$ cat config.mk
export PLATFORM = sky130hd
export DESIGN_NAME = cond_flag_gate
export DESIGN_NICKNAME = d
export VERILOG_FILES = /design/src/rtl/cond_flag_pkg.sv /design/src/rtl/cond_flag_derive.sv /design/src/rtl/cond_mask_test.sv /design/src/rtl/cond_flag_store.sv /design/src/rtl/cond_flag_gate.sv
export SDC_FILE = /design/constraint.sdc
export NUM_CORES = 1
export LEC_CHECK = 0
export ABC_AREA = 1
export BUFFER_PORTS_ARGS = -buffer_cell sky130_fd_sc_hd__buf_2
export CAP_MARGIN = 10
export CELL_PAD_IN_SITES_DETAIL_PLACEMENT = 0
export CELL_PAD_IN_SITES_GLOBAL_PLACEMENT = 2
export CORE_MARGIN = 5
export CORE_UTILIZATION = 10
export DETAILED_ROUTE_END_ITERATION = 10
export GPL_TIMING_DRIVEN = 1
export MAX_ROUTING_LAYER = met4
export PLACE_DENSITY = 0.68
export SYNTH_ARGS = -nofsm -noshare
export SYNTH_HDL_FRONTEND = slang
export SYNTH_SLANG_ARGS = --single-unit
$ cat constraint.sdc
create_clock -name clk -period 1.17 [get_ports clk]
set_clock_uncertainty 0.15 [all_clocks]
set_input_delay 0.1755 -clock clk [delete_from_list [all_inputs] [get_ports clk]]
set_output_delay 0.1755 -clock clk [all_outputs]
set_load 0.02 [all_outputs]
$ cat src/rtl/cond_flag_pkg.sv
package cond_flag_pkg;
  localparam int CC_W = 4;
  localparam int CC_C = 3;
  localparam int CC_N = 2;
  localparam int CC_Z = 1;
  localparam int CC_P = 0;

  typedef struct packed {
    logic c;
    logic n;
    logic z;
    logic p;
  } cc_flags_t;

  localparam cc_flags_t CC_CLEAR = '{c: 1'b0, n: 1'b0, z: 1'b0, p: 1'b0};
endpackage

$ cat src/rtl/cond_flag_derive.sv
module cond_flag_derive #(
  parameter int DATA_W = 32
) (
  input  logic [DATA_W-1:0]       result,
  input  logic                    carry,
  output cond_flag_pkg::cc_flags_t nxt
);
  import cond_flag_pkg::*;

  function automatic cc_flags_t derive(input logic [DATA_W-1:0] r, input logic c);
    cc_flags_t f;
    logic zero;
    zero = ~(|r);
    f.c  = c;
    f.n  = r[DATA_W-1];
    f.z  = zero;
    f.p  = ~zero & ~r[DATA_W-1];
    return f;
  endfunction

  assign nxt = derive(result, carry);
endmodule

$ cat src/rtl/cond_mask_test.sv
module cond_mask_test (
  input  logic                              valid,
  input  logic [cond_flag_pkg::CC_W-1:0]    mask,
  input  logic [cond_flag_pkg::CC_W-1:0]    flags,
  output logic                              pass,
  output logic                              enable
);
  import cond_flag_pkg::*;

  logic [CC_W-1:0] bit_ok;

  for (genvar i = 0; i < CC_W; i++) begin : g_bit
    assign bit_ok[i] = ~mask[i] | flags[i];
  end

  assign pass   = &bit_ok;
  assign enable = valid & pass;
endmodule

$ cat src/rtl/cond_flag_store.sv
module cond_flag_store (
  input  logic                      clk,
  input  logic                      rst_n,
  input  logic                      load,
  input  cond_flag_pkg::cc_flags_t  d,
  output cond_flag_pkg::cc_flags_t  q
);
  import cond_flag_pkg::*;

  always_ff @(posedge clk) begin
    if (!rst_n)    q <= CC_CLEAR;
    else if (load) q <= d;
  end
endmodule

$ cat src/rtl/cond_flag_gate.sv
module cond_flag_gate #(
  parameter int DATA_W = 32
) (
  input  logic              clk,
  input  logic              rst_n,
  input  logic              instr_valid,
  input  logic [3:0]        cond_mask,
  input  logic              flag_wr,
  input  logic [DATA_W-1:0] alu_result,
  input  logic              alu_carry,
  output logic              exec_en,
  output logic [3:0]        flags_o
);
  import cond_flag_pkg::*;

  cc_flags_t flags_q;
  cc_flags_t flags_next;
  logic      cond_pass;
  logic      flag_commit;

  cond_flag_derive #(.DATA_W(DATA_W)) u_derive (
    .result (alu_result),
    .carry  (alu_carry),
    .nxt    (flags_next)
  );

  cond_mask_test u_test (
    .valid  (instr_valid),
    .mask   (cond_mask),
    .flags  (flags_q),
    .pass   (cond_pass),
    .enable (exec_en)
  );

  assign flag_commit = exec_en & flag_wr;

  cond_flag_store u_store (
    .clk   (clk),
    .rst_n (rst_n),
    .load  (flag_commit),
    .d     (flags_next),
    .q     (flags_q)
  );

  assign flags_o = flags_q;
endmodule

# Yosys cells after proc, flatten, opt, wreduce, memory -nomap -nowiden
# Cells that the tools add are included.
# W data, S select, Z words.
# word_totals
regBits,4
out_inout_bits,5
# op_classes
bitwise,13
reduce_logical,2
# ops
cell,n
$reduce_or A32 Y1,1
$not A1 Y1,6
$or A1 B1 Y1,4
$reduce_and A4 Y1,1
$and A1 B1 Y1,3

# Longest topological paths before layout
# Gate-level depths: netlist of run 1.
# depth
ltp_word,5
mapped_depth,9
mapped_depth_nobuf,9

# By module
# Synthesis of run 1 repeated with hierarchy kept, for this count alone.
# unflattened
hier_cells,73
area_unflattened_um2,380.4
# modules_own_cells
mod,instances,cells_per_inst,area_per_inst_um2
cond_flag_store,1,25,166.4
cond_flag_derive,1,34,142.6
cond_mask_test,1,12,63.8
cond_flag_gate,1,2,7.5

# Worst setup path before layout of run 1
# OpenSTA, ideal clock, no wires.
# synth_timing
path_type,register -> register
start,register u_store.q[3] in the netlist's numbering
end,register u_store.q[0] in the netlist's numbering
setup_time_ns,0.110
arrival_time_ns,1.132
required_time_ns,0.910
slack_ns,-0.221
stages_incl_launch_ff,10
path_buffers,0
synth_period_minus_slack_ns,1.391
cell_sequence,dfxtp_1 -> inv_1 -> nand2_2 -> nand3_4 -> nor2_4 -> nand2_2 -> clkinv_2 -> nand2_2 -> nand2_1 -> nor2_1
# synth_between
elab_chain_cells,4
# synth_lines
item,line_no,source
"start, declared",cond_flag_store.sv:6,output cond_flag_pkg::cc_flags_t q
"start signal, assigned",cond_flag_store.sv:11,if (!rst_n) q <= CC_CLEAR;
"start signal, assigned",cond_flag_store.sv:12,else if (load) q <= d;
$or A1 B1 Y1,cond_mask_test.sv:13,assign bit_ok[i] = ~mask[i] | flags[i];
$reduce_and A4 Y1,cond_mask_test.sv:16,assign pass = &bit_ok;
$and A1 B1 Y1,cond_mask_test.sv:17,assign enable = valid & pass;
named net exec_en,cond_flag_gate.sv:11,"output logic exec_en,"
$and A1 B1 Y1,cond_flag_gate.sv:35,assign flag_commit = exec_en & flag_wr;
# The timed path passes the listed nets, and every way through them passes these cells.
# A chain may end at the register's enable or synchronous reset.

# Worst setup path after layout of run 1
# layout_timing
start,register u_store.q[3] in the netlist's numbering
end,output port exec_en
# layout_between
elab_chain_cells,3
# layout_lines
item,line_no
$or A1 B1 Y1,cond_mask_test.sv:13
$reduce_and A4 Y1,cond_mask_test.sv:16
$and A1 B1 Y1,cond_mask_test.sv:17
"end, declared",cond_flag_gate.sv:11
# No other way between the ends.

==> results of run 1 <==
==> through the flow <==
step                      cells  hold slack [ns]
final                       162           0.0288
after global routing        162           0.0260
after CTS                   162           0.0319
after detailed placement    157            0.283
after global placement      157            0.277
after floorplan              62            0.139
==> power by group through the flow <==
stage / registers (mW) / logic, mW / clock network, mW
finish: 0.134 / 0.119 / 0.191
global route: 0.134 / 0.134 / 0.220
CTS: 0.134 / 0.116 / 0.200
detailed placement: 0.136 / 0.113 / 0
global placement: 0.136 / 0.112 / 0
floorplan: 0.138 / 0.0352 / 0
==> cell type report <==
type,instances,area share
clock buffer,4,0.0343
inverter,7,0.0375
multi-input combinational,51,0.351
sequential,4,0.117
tap,46,0.0750
timing repair buffer,50,0.385
==> synth_stat cells, drive strengths merged <==
library cell,number
a21oi,3
clkinv,1
dfxtp,4
inv,6
nand2,22
nand3,1
nand3b,1
nor2,23
o21ai,1
==> per-layer routing <==
metal	routed length, um	vias to the layer above
li1	-	294
met1	553	195
met2	516	34
met3	190	2
met4	8	0
met5	0	-
==> worst reg2reg max path, stage by stage, from the launching register on <==
cell,delay (ns)
dfxtp_4,0.35
inv_2,0.03
nand2_2,0.06
nand3_4,0.07
nor2_4,0.11
buf_6,0.13
nand2_8,0.06
inv_4,0.06
nand2_2,0.06
nand2_1,0.06
nor2_1,0.03
==> cells in the final DEF, fill, tap and decap left out <==
cell / Yosys / layout
buf_2: 0 / 41
nor2_1: 21 / 21
nand2_1: 18 / 16
buf_6: 0 / 6
nand2_2: 4 / 5
inv_1: 6 / 3
inv_2: 0 / 3
clkbuf_4: 0 / 3
buf_4: 0 / 3
nor2_4: 2 / 2
a21oi_2: 2 / 2
dfxtp_2: 0 / 2
dfxtp_4: 0 / 2
o21ai_2: 1 / 1
nand3_4: 1 / 1
nand2_8: 0 / 1
nand3b_1: 1 / 1
a21oi_1: 1 / 1
inv_4: 0 / 1
clkbuf_1: 0 / 1
==> logic make-up (layout without fill, tap and decap cells) <==
kind of cell / count (synthesis) / count (layout) / share of synthesized area
compound gates: 4 / 4 / 0.0874
buf+inv: 7 / 61 / 0.0769
flops: 4 / 4 / 0.224
simple gates: 47 / 47 / 0.612
==> what timing repair did <==
action / 4_1_cts / 5_1_grt
buffers inserted: 1 / 0
gates resized for setup: 8 / 9
setup endpoints to repair: 6 / 8
pin swaps: 2 / 1
==> worst max-delay path by stage <==
stage | startpoint | endpoint | slack [ns] | cells after the start
floorplan | u_store.q[3]$_SDFFE_PN0P_ | u_store.q[0]$_SDFFE_PN0P_ | -0.14 | 9
global placement | u_store.q[3]$_SDFFE_PN0P_ | u_store.q[0]$_SDFFE_PN0P_ | -0.009 | 9
detailed placement | u_store.q[3]$_SDFFE_PN0P_ | u_store.q[0]$_SDFFE_PN0P_ | -0.04 | 9
CTS | u_store.q[3]$_SDFFE_PN0P_ | exec_en | -0.14 | 5
global route | u_store.q[2]$_SDFFE_PN0P_ | exec_en | -0.21 | 5
finish | u_store.q[3]$_SDFFE_PN0P_ | exec_en | -0.15 | 5
==> run summary, run 1 <==
status: finished with violations
failing checks: negative setup slack
Max Clk Rate: 760 MHz
fillers: 400
later-pin clock latency in the skew report: 0.24 ns
fin. max-slew vios: 0
PortBufs: 45
gr usage total: 0.0605
RR Startpoint: u_store.q[3]$_SDFFE_PN0P_
# hold bufs at CTS: 0
CP max FO: 2
final core utilization: 0.226
grt peak-use layer: met2
first-pass GRT wire length: 2310 um
R2R depth: 10
unrepaired setup endpoints after global routing: yes
part of the power in registers: 0.302
ranking of synthesized cells by area: dfxtp_1 (22%), nor2_1 (22%), nand2_1 (19%), nand2_2 (7.0%), inv_1 (6.3%)
grt met1 use: 0.0673
number of remaining DRC errors: 0
CTS tree: yes
Sw Ratio: 0.252
worst reg2reg setup slack: -0.11 ns
Final nets: 158
vias in the first global route: 596
critical path cell sequence: inv_2 > nand2_2 > nand3_4 > nor2_4 > buf_6
RR Endpoint: u_store.q[0]$_SDFFE_PN0P_
Least-Margin Pin Slew: 0.169 ns
largest net degree at the start of global routing: 6
CTS root buf: clkbuf_4
Post-Syn Area per Cell: 5.77 um2
area occupied by multi-input gates: 269 um2
layout cells sized above 1: 0.629
relative slew slack: 0.887
crit path DAT: 0.99 ns
M3 GR Usage: 0.0420
DRT Wirelength: 1270 um
die footprint: 0.00487 mm2
DRT antenna net count: 0
worst slack at placement: -0.0413 ns
top-area cell type share of the netlist area: 0.224
final instance area: 767 um2
syn_nets: 103
TritonCTS buffer count: 3
CTS clock-pin slew for the worst setup and hold paths: 0.04 ns
register area: 90.1 um2
#FFs+latches synth: 4
Hold Path Sink: u_store.q[0]$_SDFFE_PN0P_
count of warnings emitted by yosys: 0
PnR worst setup slack: -0.145 ns
Biggest register: u_store.q
via-per-instance ratio: 3.24
HP Start: rst_n
crit path buf inv count: 2
DRT iter0 DRCs: 2
Final Hold Fails: 0
Slowest-stage cell, CP: dfxtp_4
GPL Wtd Cong: 0.732
Rows: 21
Logic pwr share: 0.267
initial antenna violation count: 0
count of cell types in the netlist: 12
MaxCap Viol Count: 0
clk buf depth: 2
# H-tree levels: 1
ANT cells: 0
vias after detailed routing: 525
Largest register FFs: 4
detailed-router iteration count before antenna repair: 3
GR Overflow Total: 0
initial core utilization: 0.106
hold path cells: 3
Clk pwr share: 0.431
Hold Crit Class: in2reg
PnR Total Power: 445 uW
leading registers by flop count: u_store.q x4
Cells after Synth: 62
final period utilization: 1.12
mapped cell area: 358 um2
Synth area leader: dfxtp_1
Top-Level Pins: 46
Psw: 112 uW
GR Layer Usage met2: 0.0892
per-cell routed wire length: 7.82 um
leakage: 0.371 nW
worst vdd ir: 159 uV
die width: 69.8 um
Worst EP required: 0.84 ns
Internal: 332 uW
die height: 69.8 um
CP startpoint kind: register
post-route setup TNS: -0.463 ns
kind of critical path: reg2out
sequential element share of the synthesized area: 0.224
Core Region: 0.00339 mm2
Critical Path Max Stage Delay: 0.35 ns
layout overhead on the synthesized area: 114%
Top delay family on crit path: flip-flops
Post-DP HPWL: 1160 um
P per Cell Area: 580 mW/mm2
Min Clock Period, post-route: 1.32 ns
Post-DP Area: 681 um2
clock sinks: 4
CP Capture Type: primary output
Setup-failing EPs final: 5
No activity file was read; power rests on OpenSTA's default activity.
==> inputs of run 2 (changes only) <==
Settings changed: CORE_UTILIZATION 10 to 11, PLACE_DENSITY 0.68 to 0.73, SYNTH_HIERARCHICAL set to 1.
==> run 2 against run 1 <==
  * The flow still finishes with violations (negative setup slack)
  * Sequential power hardly changed
  * Critical path depth is the same
  * Die area is 3.7% lower
  * Cell count rose by 4.3%
  * Setup slack worse by 0.079 ns
  * Critical endpoint unchanged
==> run summary, run 2 <==
layout overhead on the synthesized area: 97.7%
kind of critical path: reg2out
gr usage total: 0.0572 (-0.00339)
Setup-failing EPs final: 5 (unchanged)
GPL Wtd Cong: 0.633 (-13%)
via-per-instance ratio: 3.35 (+3.3%)
Post-Syn Area per Cell: 5.23 um2 (-9.4%)
first-pass GRT wire length: 1970 um (-15%)
layout cells sized above 1: 0.561 (-0.0683)
R2R depth: 9 (-1)
TritonCTS buffer count: 3 (unchanged)
mapped cell area: 377 um2 (+5.2%)
Biggest register: u_store/q
Min Hold Slack: 0.0389 ns (+0.0101 ns)
CTS tree: yes
Psw: 113 uW (+0.32%)
Routed met3 length: 188 um (-1.1%)
CP startpoint kind: register
Placed Instances: 165 (+5.1%)
Logic pwr share: 0.279 (+0.012)
leading registers by flop count: u_store/q x4
fin. max-slew vios: 0 (unchanged)
Hold Crit Class: in2reg
Top-Level Pins: 46 (unchanged)
die width: 68.5 um (-1.9%)
hold path cells: 3 (unchanged)
Top delay family on crit path: flip-flops
later-pin clock latency in the skew report: 0.24 ns (about the same)
Worst EP required: 0.84 ns (about the same)
Min Clock Period, post-route: 1.39 ns (+0.0786 ns)
CP Capture Type: primary output
DRT iter0 DRCs: 9 (+7)
PnR worst setup slack: -0.224 ns (-0.0786 ns)
clk buf depth: 2 (unchanged)
relative slew slack: 0.882 (-0.00537)
die height: 68.5 um (-1.9%)
MaxCap Viol Count: 0 (unchanged)
most common cell after layout, fill and taps aside: buf_2
RR Endpoint: u_store/q[3]$_SDFFE_PN0P_
worst vdd ir: 126 uV (-21%)
per-cell routed wire length: 7.57 um (-3.2%)
Least-Margin Pin Slew: 0.177 ns (+0.00805 ns)
clock sinks: 4 (unchanged)
RR Startpoint: u_store/q[3]$_SDFFE_PN0P_
Internal: 338 uW (+1.5%)
P per Cell Area: 605 mW/mm2 (+4.3%)
GR Overflow Total: 0 (unchanged)
vias after detailed routing: 566 (+7.8%)
Clk pwr share: 0.417 (-0.014)
Hold Path Sink: u_store/q[3]$_SDFFE_PN0P_
detailed-router iteration count before antenna repair: 4 (+1)
# H-tree levels: 1 (unchanged)
leakage: 0.390 nW (+5.2%)
CTS clock-pin slew for the worst setup and hold paths: 0.04 ns (about the same)
DRT Wirelength: 1280 um (+0.95%)
number of remaining DRC errors: 0 (unchanged)
Post-DP HPWL: 1150 um (-0.89%)
syn_nets: 113 (+9.7%)
worst slack at placement: -0.198 ns (-0.157 ns)
worst reg2reg setup slack: -0.16 ns (-0.05 ns)
commonest cells after routing, fill and taps aside: buf_2 (41), nor2_1 (27), nand2_1 (18)
CTS root buf: clkbuf_4
fin cells: 169 (+4.3%)
Final nets: 165 (+4.4%)
Slowest-stage cell, CP: dfxtp_4
Sw Ratio: 0.250 (-0.00227)
PortBufs: 45 (unchanged)
failing checks: negative setup slack
die footprint: 0.00469 mm2 (-3.7%)
initial antenna violation count: 0 (unchanged)
Final Hold Fails: 0 (unchanged)
crit path buf inv count: 2 (unchanged)
Largest register FFs: 4 (unchanged)
initial core utilization: 0.113 (+0.00729)
unrepaired setup endpoints after global routing: yes
# hold bufs at CTS: 0 (unchanged)
# Post-CTS Setup Buffers: 0 (-1)
status: finished with violations
Critical Path Max Stage Delay: 0.34 ns (about the same)
CP max FO: 2 (unchanged)
HP Start: rst_n
vias in the first global route: 524 (-12%)
Cells after Synth: 72 (+16%)
count of warnings emitted by yosys: 6 (+6)
DRT antenna net count: 0 (unchanged)
Max Clk Rate: 718 MHz (-5.6%)
Top cell by count, worst path: nand2_2
uppermost layer routed: met4
largest net degree at the start of global routing: 9 (+3)
final period utilization: 1.19 (+0.0671)
Core Region: 0.00334 mm2 (-1.6%)
final core utilization: 0.223 (-0.00319)
crit path DAT: 1.07 ns (+0.08 ns)
critical path cell sequence: inv_2 > nand2_2 > nand2_2 > nor3_4 > buf_6
Post-Route M1 WL: 433 um (-22%)
Rows: 21 (unchanged)
part of the power in registers: 0.304 (+0.002)
Routed met2 length: 649 um (+26%)
ANT cells: 0 (unchanged)
==> run 2: power by group through the flow <==
stage	Clock, mW	Combinational, mW	Sequential (mW)
after global placement	0	0.120	0.139
after global routing	0.207	0.143	0.137
after floorplan	0	0.0459	0.142
final	0.188	0.126	0.137
after CTS	0.198	0.126	0.137
after detailed placement	0	0.123	0.139
==> run 2: metal layers <==
layer | up-vias | GRT usage
li1 | 307 | -
met1 | 226 | 0.0652
met2 | 31 | 0.0918
met3 | 2 | 0.00972
met4 | 0 | 0.0372
met5 | - | -
==> run 2: tightest hold or removal path, cell delays in order <==
cell,delay [ns]
buf_2,0.12
nand2_1,0.06
nor2_1,0.03
==> run 2: worst max-delay path by stage <==
stage	from	endpoint	slack (ns)	cells after the start
CTS	u_store/q[3]$_SDFFE_PN0P_	exec_en	-0.22	5
floorplan	u_store/q[3]$_SDFFE_PN0P_	u_store/q[0]$_SDFFE_PN0P_	-0.27	10
global route	u_store/q[1]$_SDFFE_PN0P_	exec_en	-0.28	5
global placement	u_store/q[3]$_SDFFE_PN0P_	u_store/q[0]$_SDFFE_PN0P_	-0.13	9
finish	u_store/q[3]$_SDFFE_PN0P_	exec_en	-0.22	5
detailed placement	u_store/q[1]$_SDFFE_PN0P_	u_store/q[3]$_SDFFE_PN0P_	-0.20	9
==> run 2: stage by stage <==
step	power, mW	TNS [ns]	instance area [um2]
4_1_cts	0.461	-0.799	731
2_1_floorplan	0.188	-1.08	392
3_5_place_dp	0.262	-0.754	686
5_1_grt	0.487	-1.32	744
3_3_place_gp	0.259	-0.505	686
6_report	0.450	-0.830	744
==> run 2: what timing repair did <==
item / CTS / global route
resized for setup: 7 / 5
setup endpoints to repair: 7 / 8
pin swaps: 3 / 3
==> run 2: final cells by class <==
| type | instances | area, um2 |
|---|---|---|
| Sequential cell | 4 | 88.8 |
| Timing Repair Buffer | 50 | 288 |
| Inverter | 10 | 40.0 |
| Fill cell | 398 | 2590 |
| Multi-Input combinational cell | 55 | 244 |
| Tap cell | 46 | 57.6 |
| Clock buffer | 4 | 26.3 |
==> inputs of run 3 (changes only) <==
Settings changed: BUFFER_PORTS_ARGS -buffer_cell sky130_fd_sc_hd__buf_2 to -buffer_cell sky130_fd_sc_hd__clkbuf_2.
==> run 3 against run 2 <==
  * The run still ends with negative setup slack left
  * Non-clock buffer count did not move
  * Worst hold slack got worse by 0.0049 ns
  * Total power decreased by 0.81%
  * Largest power group unchanged
  * Wire length fell by 5.2%
  * Largest cell class unchanged
  * Design area up 0.34%
  * Flip-flop and latch count is the same
==> run summary, run 3 (synthesized netlist as in run 2, its figures left out) <==
GPL Wtd Cong: 0.625 (-1.4%)
most common cell after layout, fill and taps aside: clkbuf_2
Max Clk Rate: 713 MHz (-0.66%)
crit path DAT: 1.08 ns (about the same)
PnR Total Power: 446 uW (-0.81%)
kind of critical path: reg2out
clk buf depth: 2 (unchanged)
via-per-instance ratio: 3.24 (-3.2%)
Largest register FFs: 4 (unchanged)
PnR worst setup slack: -0.233 ns (-0.00928 ns)
gr usage total: 0.0561 (-0.00102)
Least-Margin Pin Slew: 0.177 ns (+0.000236 ns)
fin. max-slew vios: 0 (unchanged)
final period utilization: 1.20 (+0.00793)
first-pass GRT wire length: 1940 um (-1.8%)
CTS tree: yes
Core Region: 0.00334 mm2 (unchanged)
vias in the first global route: 538 (+2.7%)
fillers: 378 (-5.0%)
CP startpoint kind: register
die width: 68.5 um (unchanged)
HP Start: rst_n
post-route setup TNS: -0.704 ns (+0.126 ns)
Final Hold Fails: 0 (unchanged)
DRT antenna net count: 0 (unchanged)
later-pin clock latency in the skew report: 0.24 ns (about the same)
unrepaired setup endpoints after global routing: yes
Final nets: 165 (unchanged)
worst slack at placement: -0.173 ns (+0.0251 ns)
# hold bufs at CTS: 0 (unchanged)
# H-tree levels: 1 (unchanged)
CP Capture Type: primary output
TritonCTS buffer count: 3 (unchanged)
Post-DP HPWL: 1130 um (-2.3%)
leading registers by flop count: u_store/q x4
Worst EP required: 0.84 ns (about the same)
Setup-failing EPs final: 5 (unchanged)
initial core utilization: 0.113 (unchanged)
Hold Crit Class: in2reg
number of remaining DRC errors: 0 (unchanged)
failing checks: negative setup slack
worst vdd ir: 154 uV (+22%)
ANT cells: 0 (unchanged)
relative slew slack: 0.882 (about the same)
P per Cell Area: 598 mW/mm2 (-1.1%)
MaxCap Viol Count: 0 (unchanged)
leakage: 0.400 nW (+2.6%)
Rows: 21 (unchanged)
Post-DP Area: 686 um2 (unchanged)
status: finished with violations
final instance area: 747 um2 (+0.34%)
die height: 68.5 um (unchanged)
Critical Path Source: u_store/q[3]$_SDFFE_PN0P_
GR Overflow Total: 0 (unchanged)
layout cells sized above 1: 0.561 (unchanged)
CTS clock-pin slew for the worst setup and hold paths: 0.04 ns (about the same)
initial antenna violation count: 0 (unchanged)
PortBufs: 45 (unchanged)
worst reg2reg setup slack: -0.13 ns (+0.03 ns)
# Post-CTS Setup Buffers: 0 (unchanged)
largest net degree at the start of global routing: 9 (unchanged)
die footprint: 0.00469 mm2 (unchanged)
CP max FO: 2 (unchanged)
detailed-router iteration count before antenna repair: 2 (-2)
RR Startpoint: u_store/q[3]$_SDFFE_PN0P_
commonest cells after routing, fill and taps aside: clkbuf_2 (41), nor2_1 (27), nand2_1 (19)
vias after detailed routing: 548 (-3.2%)
clock sinks: 4 (unchanged)
Biggest register: u_store/q
DRT iter0 DRCs: 6 (-3)
per-cell routed wire length: 7.18 um (-5.2%)
layout overhead on the synthesized area: 98.3%
CTS root buf: clkbuf_4
Top-Level Pins: 46 (unchanged)
Min Clock Period, post-route: 1.40 ns (+0.00928 ns)
DRT Wirelength: 1210 um (-5.2%)
==> run 3: changes by cell type in the layout (fill, tap and decap cells not counted), moves of 2 or more <==
cell / change
buf_8: +2
clkbuf_2: +41
buf_2: -41
buf_6: -4
==> run 3: worst max-delay path: stages, from the launching register on <==
cell and delay [ns]:
dfxtp_4 0.34, inv_2 0.03, nand2_2 0.04, nand2_2 0.06
nor3_4 0.19, clkbuf_8 0.18
==> run 3: per-stage QoR <==
step | utilization | hold slack [ns] | instances
4_1_cts | 0.222 | 0.0227 | 169
2_1_floorplan | - | 0.136 | 72
6_report | 0.224 | 0.0340 | 169
5_1_grt | 0.224 | 0.0542 | 169
3_3_place_gp | 0.205 | 0.280 | 165
3_5_place_dp | 0.205 | 0.276 | 165
==> run 3: layout make-up <==
type | count | area [um2] | area share
Clock buffer | 4 | 26.3 | 0.0352
Multi-Input combinational cell | 55 | 241 | 0.323
Timing Repair Buffer | 50 | 294 | 0.394
Sequential cell | 4 | 90.1 | 0.121
Inverter | 10 | 37.5 | 0.0503
Tap cell | 46 | 57.6 | 0.0771
==> run 3: metal layers <==
metal,up-vias,track usage,part of all wire
met5,-,-,0
met4,0,0.0372,0
met3,0,0.0130,0.13
met2,29,0.0930,0.50
met1,211,0.0594,0.36
li1,308,-,-
==> run 3: report_power, final <==
part           internal [mW]  switching, mW  leakage, nW
combinational         0.0746         0.0508        0.350
clock                  0.128         0.0564       0.0150
sequential             0.135        0.00121       0.0349
==> run 3: repair_timing <==
item	4_1_cts	5_1_grt
pin swaps	4	2
endpoints found under the setup margin	8	8
gates resized for setup	9	4
==> run 3: worst paths after layout <==
kind / to / cells past startpoint
worst max-delay path: exec_en / 5
worst min-delay path: u_store/q[3]$_SDFFE_PN0P_ / 3
worst max register to register: u_store/q[2]$_SDFFE_PN0P_ / 9
worst min register to register: u_store/q[0]$_SDFFE_PN0P_ / 3
